### config.mk
export PLATFORM = sky130hd
export DESIGN_NAME = rdiv_top
export DESIGN_NICKNAME = d
export VERILOG_FILES = /design/src/rtl/rdiv_pkg.sv /design/src/rtl/rdiv_rst_sync.sv /design/src/rtl/rdiv_operand_prep.sv /design/src/rtl/rdiv_step.sv /design/src/rtl/rdiv_sign_fix.sv /design/src/rtl/rdiv_top.sv
export SDC_FILE = /design/constraint.sdc
export NUM_CORES = 1
export LEC_CHECK = 0
export BUFFER_PORTS_ARGS = -buffer_cell sky130_fd_sc_hd__buf_2
export CAP_MARGIN = 25
export CELL_PAD_IN_SITES_DETAIL_PLACEMENT = 0
export CELL_PAD_IN_SITES_GLOBAL_PLACEMENT = 1
export CORE_UTILIZATION = 49
export DETAILED_ROUTE_END_ITERATION = 12
export PLACE_DENSITY = 0.91
export SLEW_MARGIN = 25
export SYNTH_ARGS = -nofsm -noshare
export SYNTH_HDL_FRONTEND = slang
export SYNTH_SLANG_ARGS = --single-unit
export TNS_END_PERCENT = 20
### constraint.sdc
create_clock -name clk -period 3.6 [get_ports clk]
set_input_delay 0.36 -clock clk [delete_from_list [all_inputs] [get_ports clk]]
set_output_delay 0.36 -clock clk [all_outputs]
set_load 0.03 [all_outputs]
### src/rtl/rdiv_pkg.sv
package rdiv_pkg;
  typedef enum logic [1:0] {
    ST_IDLE = 2'd0,
    ST_RUN  = 2'd1,
    ST_FIN  = 2'd2
  } rdiv_state_e;
endpackage

### src/rtl/rdiv_rst_sync.sv
module rdiv_rst_sync (
  input  logic clk,
  input  logic rst_n,
  output logic rst_sync_n
);
  logic [1:0] sync_q;

  always_ff @(posedge clk or negedge rst_n) begin
    if (!rst_n) sync_q <= 2'b00;
    else        sync_q <= {sync_q[0], 1'b1};
  end

  assign rst_sync_n = sync_q[1];
endmodule

### src/rtl/rdiv_operand_prep.sv
module rdiv_operand_prep #(
  parameter int W = 32
) (
  input  logic [W-1:0] dividend,
  input  logic [W-1:0] divisor,
  input  logic         is_signed,
  output logic [W-1:0] dvd_mag,
  output logic [W-1:0] dvs_mag,
  output logic         q_neg,
  output logic         r_neg,
  output logic         dvs_zero
);
  logic dvd_sign;
  logic dvs_sign;

  always_comb begin
    dvd_sign = is_signed & dividend[W-1];
    dvs_sign = is_signed & divisor[W-1];
    dvd_mag  = dvd_sign ? (~dividend + 1'b1) : dividend;
    dvs_mag  = dvs_sign ? (~divisor + 1'b1) : divisor;
    q_neg    = dvd_sign ^ dvs_sign;
    r_neg    = dvd_sign;
    dvs_zero = (divisor == '0);
  end
endmodule

### src/rtl/rdiv_step.sv
module rdiv_step #(
  parameter int W = 32
) (
  input  logic [2*W-1:0] rem_in,
  input  logic [2*W-1:0] dvs_in,
  input  logic [W-1:0]   quo_in,
  output logic [2*W-1:0] rem_out,
  output logic [2*W-1:0] dvs_out,
  output logic [W-1:0]   quo_out
);
  localparam int W2 = 2 * W;

  logic [W2:0] diff;
  logic        went_neg;

  always_comb begin
    diff     = {1'b0, rem_in} - {1'b0, dvs_in};
    went_neg = diff[W2];
    // A negative trial restores the old remainder; otherwise the difference is kept.
    rem_out  = went_neg ? rem_in : diff[W2-1:0];
    quo_out  = {quo_in[W-2:0], ~went_neg};
    dvs_out  = {1'b0, dvs_in[W2-1:1]};
  end
endmodule

### src/rtl/rdiv_sign_fix.sv
module rdiv_sign_fix #(
  parameter int W = 32
) (
  input  logic [W-1:0] quo_mag,
  input  logic [W-1:0] rem_mag,
  input  logic         q_neg,
  input  logic         r_neg,
  output logic [W-1:0] quo_out,
  output logic [W-1:0] rem_out
);
  always_comb begin
    quo_out = q_neg ? (~quo_mag + 1'b1) : quo_mag;
    rem_out = r_neg ? (~rem_mag + 1'b1) : rem_mag;
  end
endmodule

### src/rtl/rdiv_top.sv
module rdiv_top #(
  parameter int W = 32
) (
  input  logic         clk,
  input  logic         rst_n,
  input  logic         start,
  input  logic         is_signed,
  input  logic [W-1:0] dividend,
  input  logic [W-1:0] divisor,
  output logic         done,
  output logic [W-1:0] lo,
  output logic [W-1:0] hi,
  output logic         div_by_zero
);
  import rdiv_pkg::*;

  localparam int W2   = 2 * W;
  localparam int ITER = W + 1;
  localparam int CW   = $clog2(ITER + 1);

  logic rst_sync_n;

  rdiv_state_e state_q, state_d;
  logic [CW-1:0] cnt_q, cnt_d;
  logic load_en, step_en, fin_en;

  logic [W2-1:0] rem_q, rem_d, rem_step;
  logic [W2-1:0] dvs_q, dvs_d, dvs_step;
  logic [W-1:0]  quo_q, quo_d, quo_step;
  logic          qneg_q, rneg_q, zero_q;

  logic [W-1:0] dvd_mag, dvs_mag;
  logic         q_neg_in, r_neg_in, dvs_zero_in;
  logic [W-1:0] lo_fix, hi_fix;

  logic [W-1:0] lo_q, hi_q;
  logic         dbz_q, done_q;

  rdiv_rst_sync u_rst_sync (
    .clk        (clk),
    .rst_n      (rst_n),
    .rst_sync_n (rst_sync_n)
  );

  rdiv_operand_prep #(.W(W)) u_prep (
    .dividend  (dividend),
    .divisor   (divisor),
    .is_signed (is_signed),
    .dvd_mag   (dvd_mag),
    .dvs_mag   (dvs_mag),
    .q_neg     (q_neg_in),
    .r_neg     (r_neg_in),
    .dvs_zero  (dvs_zero_in)
  );

  rdiv_step #(.W(W)) u_step (
    .rem_in  (rem_q),
    .dvs_in  (dvs_q),
    .quo_in  (quo_q),
    .rem_out (rem_step),
    .dvs_out (dvs_step),
    .quo_out (quo_step)
  );

  rdiv_sign_fix #(.W(W)) u_fix (
    .quo_mag (quo_q),
    .rem_mag (rem_q[W-1:0]),
    .q_neg   (qneg_q),
    .r_neg   (rneg_q),
    .quo_out (lo_fix),
    .rem_out (hi_fix)
  );

  // Control: next state and enables
  always_comb begin
    state_d = state_q;
    load_en = 1'b0;
    step_en = 1'b0;
    fin_en  = 1'b0;
    case (state_q)
      ST_IDLE: begin
        if (start) begin
          load_en = 1'b1;
          state_d = ST_RUN;
        end
      end
      ST_RUN: begin
        step_en = 1'b1;
        if (cnt_q == CW'(ITER - 1)) state_d = ST_FIN;
      end
      ST_FIN: begin
        fin_en  = 1'b1;
        state_d = ST_IDLE;
      end
      default: state_d = ST_IDLE;
    endcase
  end

  always_comb begin
    if (load_en)      cnt_d = '0;
    else if (step_en) cnt_d = cnt_q + 1'b1;
    else              cnt_d = cnt_q;
  end

  // Datapath next values
  always_comb begin
    rem_d = rem_q;
    dvs_d = dvs_q;
    quo_d = quo_q;
    if (load_en) begin
      rem_d = {{W{1'b0}}, dvd_mag};
      dvs_d = {dvs_mag, {W{1'b0}}};
      quo_d = '0;
    end else if (step_en) begin
      rem_d = rem_step;
      dvs_d = dvs_step;
      quo_d = quo_step;
    end
  end

  // Control registers
  always_ff @(posedge clk or negedge rst_sync_n) begin
    if (!rst_sync_n) begin
      state_q <= ST_IDLE;
      cnt_q   <= '0;
      done_q  <= 1'b0;
    end else begin
      state_q <= state_d;
      cnt_q   <= cnt_d;
      done_q  <= fin_en;
    end
  end

  // Working registers, no reset
  always_ff @(posedge clk) begin
    if (load_en || step_en) begin
      rem_q <= rem_d;
      dvs_q <= dvs_d;
      quo_q <= quo_d;
    end
    if (load_en) begin
      qneg_q <= q_neg_in;
      rneg_q <= r_neg_in;
      zero_q <= dvs_zero_in;
    end
  end

  // Result registers
  always_ff @(posedge clk or negedge rst_sync_n) begin
    if (!rst_sync_n) begin
      lo_q  <= '0;
      hi_q  <= '0;
      dbz_q <= 1'b0;
    end else if (fin_en) begin
      lo_q  <= lo_fix;
      hi_q  <= hi_fix;
      dbz_q <= zero_q;
    end
  end

  assign done        = done_q;
  assign lo          = lo_q;
  assign hi          = hi_q;
  assign div_by_zero = dbz_q;
endmodule

Word level (Yosys, flattened, before mapping)
Index checks and enable logic that the tools add are counted.
{"block": "classes", "addsub": 6, "n_mul": 0, "n_div": 0, "order_cmp": 0, "n_eq_ne": 6, "shift": 0, "mux": 19, "bitwise_logic": 8, "n_reduce_logical": 7}
{"cell": "two-way mux 64 bit", "count": 4}
{"cell": "two-way mux 32 bit", "count": 6}
{"cell": "adder 32 x 1 -> 32 bit (second input constant)", "count": 4}
{"cell": "inverter 32 bit", "count": 4}
{"cell": "subtractor 64 x 64 -> 65 bit", "count": 1}
{"cell": "zero test 32 bit", "count": 1}
{"cell": "two-way mux 6 bit", "count": 2}
{"cell": "adder 6 x 1 -> 6 bit (second input constant)", "count": 1}
{"cell": "== test 6 bit (second input constant)", "count": 1}
{"cell": "inequality test 2 bit (second input constant)", "count": 3}
{"cell": "two-way mux 1 bit", "count": 4}
{"cell": "two-way mux 2 bit", "count": 2}
{"cell": "case mux 2 bit (2 select lines)", "count": 1}
{"cell": "AND reduction 2 bit", "count": 2}
{"cell": "AND reduction 3 bit", "count": 1}
{"cell": "AND 1 bit", "count": 2}
{"cell": "== test 2 x 1 -> 1 bit (second input constant)", "count": 1}
{"cell": "== test 2 bit (second input constant)", "count": 1}
{"cell": "zero test 2 bit", "count": 1}
{"cell": "nonzero test 2 bit", "count": 1}
{"cell": "logical OR 1 bit", "count": 1}
{"cell": "inverter 1 bit", "count": 1}
{"cell": "bitwise XOR 1 bit", "count": 1}
{"block": "totals", "register_bits": 239, "latch_bits": 0, "mem_bits_rw": 0, "romBits": 0, "in_bits": 68, "output_inout_bits": 66, "wordCells": 61, "mem_count": 0}

Logic depth before layout (Yosys ltp)
{"block": "depth", "word_depth": 4, "depth_mapped": 12, "mapped_depth_nobuf": 12}

Cells and area by module
A second synthesis with hierarchy kept.
{"block": "unflattened", "hier_cells": 1939, "hier_area_um2": 17525.6}
{"module": "rdiv_top", "n_inst": 1, "cells_per_inst": 654, "area_each_um2": 9175.0, "seq_area_each_um2": 6746.5}
{"module": "rdiv_step", "n_inst": 1, "cells_per_inst": 875, "area_each_um2": 5431.5, "seq_area_each_um2": 0.0}
{"module": "rdiv_sign_fix", "n_inst": 1, "cells_per_inst": 189, "area_each_um2": 1452.6, "seq_area_each_um2": 0.0}
{"module": "rdiv_operand_prep", "n_inst": 1, "cells_per_inst": 218, "area_each_um2": 1412.6, "seq_area_each_um2": 0.0}
{"module": "rdiv_rst_sync", "n_inst": 1, "cells_per_inst": 3, "area_each_um2": 53.8, "seq_area_each_um2": 50.0}

Worst setup path before layout
No wires, ideal clock.
{"block": "synth_path", "path_type": "register to register", "startpoint": "register rem_q[0]", "endpoint": "register rem_q[0] (enable)", "setup_time_ns": 0.421, "t_arrival_ns": 3.899, "required_ns": 3.179, "slack_ns": -0.720, "stages_incl_launch_ff": 13, "path_buffers": 0, "synth_period_minus_slack_ns": 4.320, "cell_sequence": "edfxtp_1 inv_1 ha_1 fa_1 nor2b_1 o2111ai_1 nand2_1 a21oi_1 o41ai_1 o211a_1 a31oi_1 a21oi_1 a21o_1"}
{"block": "synth_between", "elab_chain_len": 3}
{"element": "start: declaration", "line_no": "rdiv_top.sv:27", "text": "logic [W2-1:0] rem_q, rem_d, rem_step;"}
{"element": "start signal: assignment", "line_no": "rdiv_top.sv:137", "text": "rem_q <= rem_d;"}
{"element": "subtractor 64 x 64 -> 65 bit", "line_no": "rdiv_step.sv:17", "text": "diff = {1'b0, rem_in} - {1'b0, dvs_in};"}
{"element": "inequality test 2 bit (no source line)"}
{"element": "AND reduction 3 bit (no source line)"}
Every way passes these cells.
A chain may end at the register's enable or synchronous reset.

Final worst setup path
{"block": "layout_path", "startpoint": "register rem_q[0]", "endpoint": "register rem_q[38], data pin"}
{"block": "layout_between", "elab_chain_len": 3}
{"element": "subtractor 64 x 64 -> 65 bit", "line_no": "rdiv_step.sv:17"}
{"element": "two-way mux 64 bit", "line_no": "rdiv_step.sv:20", "text": "rem_out = went_neg ? rem_in : diff[W2-1:0];"}
{"element": "two-way mux 64 bit", "line_no": "rdiv_top.sv:114", "text": "end else if (step_en) begin"}
Every way passes these cells. The select of a mux whose other input is x is not followed.

==> flow_summary.toml <==
[run_status]
run_status = "finished clean"

[detailed_routing]
drt_pre_antenna_iters = 7
routed_via_density = 5.74
wl_per_cell_um = 17.6
drt.antenna.violating_nets = 0
dr_total_vias = 13069
route.detailed.drc = 0
first_iter_violations = 857
finalWirelength_um = 40100

[synth]
synth_nets = 1883
synthCells = 1744
yosysSeqAreaShare = 0.434
async_flop_share = 0.318
yosysUniqueCellTypes = 70
synth_top_cell_area_share = 0.313
synth_edf_count = 163
synth_top_cell_by_area = "edfxtp_1"
synth.avg_cell_area_um2 = 8.98
syn-cell-area_um2 = 15700
synthFlopType = "edfxtp_1"
synth-warning-count = 0
synthMostInstantiatedCell = "nand2_1"
ys_top_cells_by_area = "edfxtp_1, dfrtp_1, ha_1"
synth_common_cells = "nand2_1, o21ai_0, edfxtp_1"
synth_seq_cells = 239

[grt]
antenna_found_initial = 0
grt_usage = 0.244
grt_pass1_wl_um = 64800
grt_max_degree = 110
grt_pass1_vias = 12562
grt_overflow = 0

[layout]
nets = 1994
drive_gt1_frac = 0.127
final_area_um2 = 17900
diodes = 0
syn2layout_area_growth_pct = 14.1
fill_cells = 2886

[placed_design]
dpl_worst_slack_ns = -0.0315
dp_hpwl_um = 29000
routabilityCongestion = 0.920
port-buffer-count = 133
placed_area_um2 = 16800

[worst_setup_path]
crit_path_cell_trace = "inv_1, ha_1, fa_1, nor2b_2, o2111ai_1, a21o_1, a211oi_1, o31a_1, buf_4, nor2_1, o31ai_1, xnor2_1, nor2_1"
worstSetupStartpointType = "register"
r2r_cells = 13
ff2ff_setup_slack_ns = 0.23
r2r_end = "rem_q[38]"
endpoint_kind = "register"
worst_path_largest_cell_delay_ns = 0.42
crit_top_cell = "nor2_1"
cpMaxStageDelayCell = "fa_1"
path_max_fanout = 4
critical_path_arrival_ns = 3.66
r2r-start = "rem_q[0]"
crit_type = "register to register"
worst-endpoint-required_ns = 3.89

[sta]
fin_setup_tns_ns = 0
fin_ws_ns = 0.234
slew_viol_final = 0
hold_viol = 0
finClkSkew_ns = 0.0142
finalCriticalPeriod_ns = 3.37
hold_ws_ns = 0.119
max_clock_freq_mhz = 297
finalCritPeriodShare = 0.935
setup_viol = 0
rsz0062_at_grt = "no"
slew_headroom = 0.367
tightestPinTransition_ns = 0.949

[clock_network]
clockBufferDepth = 3
clock_latency_ns = 0.56
clkSlewWorstSetupHoldPaths_ns = 0.06
cts_tree = "built"
clockRootBuffer = "clkbuf_16"
htreeDepth = 1
cts_sinks = 239
cts_made_buffers = 27

[min_path]
hold_path.class = "primary input to asynchronous set/reset pin"

[die]
core_area_um2 = 31500
num_rows = 65
io_pins = 134
start_util = 0.498
dieArea_um2 = 32700
die_w_um = 181
die_y_um = 181

[flow_run]
maxCapViolations = 0
==> layer usage <==
layer,wire (µm),vias to the layer above,global-route usage
li1,-,6451,-
met1,18900,6202,0.348
met2,18100,354,0.389
met3,2040,62,0.0266
met4,1100,0,0.0752
met5,0,-,0
==> kinds of logic (layout without fill, tap and decap cells) <==
group	after synthesis	in the layout	synth area share
multiplexers	9	9	0.00575
AO/OA/AOI/OAI	499	499	0.194
adder cells (fa/ha/maj)	71	71	0.0572
AND/OR/NAND/NOR	567	567	0.170
flip-flops	239	239	0.434
buffers and inverters	193	323	0.0463
XOR/XNOR	165	165	0.0923
other	1	1	0.000239
==> how the worst max path moves through the flow <==
stage	cells past startpoint	slack, ns	startpoint	to
after floorplan	5	0.07	state_q[1]	dvs_q[0]
after global placement	14	0.10	rem_q[0]	rem_q[16]
final	13	0.23	rem_q[0]	rem_q[38]
after global routing	10	0.03	rem_q[25]	rem_q[35]
after detailed placement	14	-0.03	rem_q[0]	rem_q[8]
after CTS	14	0.01	rem_q[0]	rem_q[20]
==> critical path: cells and delay by family (launching register included) <==
family,cells,cell delay (ns)
AOI/OAI and AO/OA,5,1.42
xor gates and xnor gates,1,0.17
adders and majority gates,2,0.64
buffers and inverters,2,0.22
DFF,1,0.39
and+or+nand+nor,3,0.26
==> through the flow <==
step,instances,util
after floorplan,1744,-
after global placement,2221,0.533
after detailed placement,2221,0.533
after CTS,2270,0.563
after global routing,2276,0.568
final,2276,0.568
==> placed cells by master, fill, tap and decap left out, types with 5 or more instances in the layout <==
cell type	instances
nand2b_1	17
a21o_1	42
or3_1	12
nand4_1	32
mux2i_1	9
edfxtp_1	163
o21ai_0	174
o31ai_1	28
a21oi_1	132
xor2_1	93
nor2_1	136
inv_1	104
o21a_1	14
buf_4	25
o21bai_1	15
and2_1	38
or4_1	14
nand2_1	223
clkbuf_16	32
nor2b_1	8
o41ai_1	17
a31oi_1	17
dfrtp_1	75
nor3_1	34
a211oi_1	7
xnor2_1	72
clkinv_2	5
and3_1	9
nand3_1	11
buf_2	133
o211ai_1	5
nor4_1	8
ha_1	70
==> flip-flops by register name, indices dropped and copies added (netlist names) <==
name / cells
rem_q: 64
zero_q: 1
quo_q: 32
dvs_q: 64
lo: 32
rneg_q: 1
div_by_zero: 1
u_rst_sync.sync_q: 2
hi: 32
qneg_q: 1
cnt_q: 6
done: 1
state_q: 2
==> timing repair <==
item                                    4_1_cts  5_1_grt
buffers inserted                              0        1
gates cloned                                  0        3
hold buffers                                  1        0
pin swaps                                     0        4
endpoints found under the setup margin       49       67
resized for setup                             1        6
endpoints found under the hold margin         2        0
==> cell type report <==
class	instances	area (µm²)	area share
clock buffers	33	762	0.0426
clock inverters	15	149	0.00833
inverters	106	399	0.0223
multi-input cells	1312	8180	0.458
flip-flops and latches	239	6800	0.381
well taps	402	503	0.0282
repair buffers	169	1070	0.0599
Power is not shown: default switching activity piles up to over one toggle a cycle in this logic, so the estimate is an artifact.
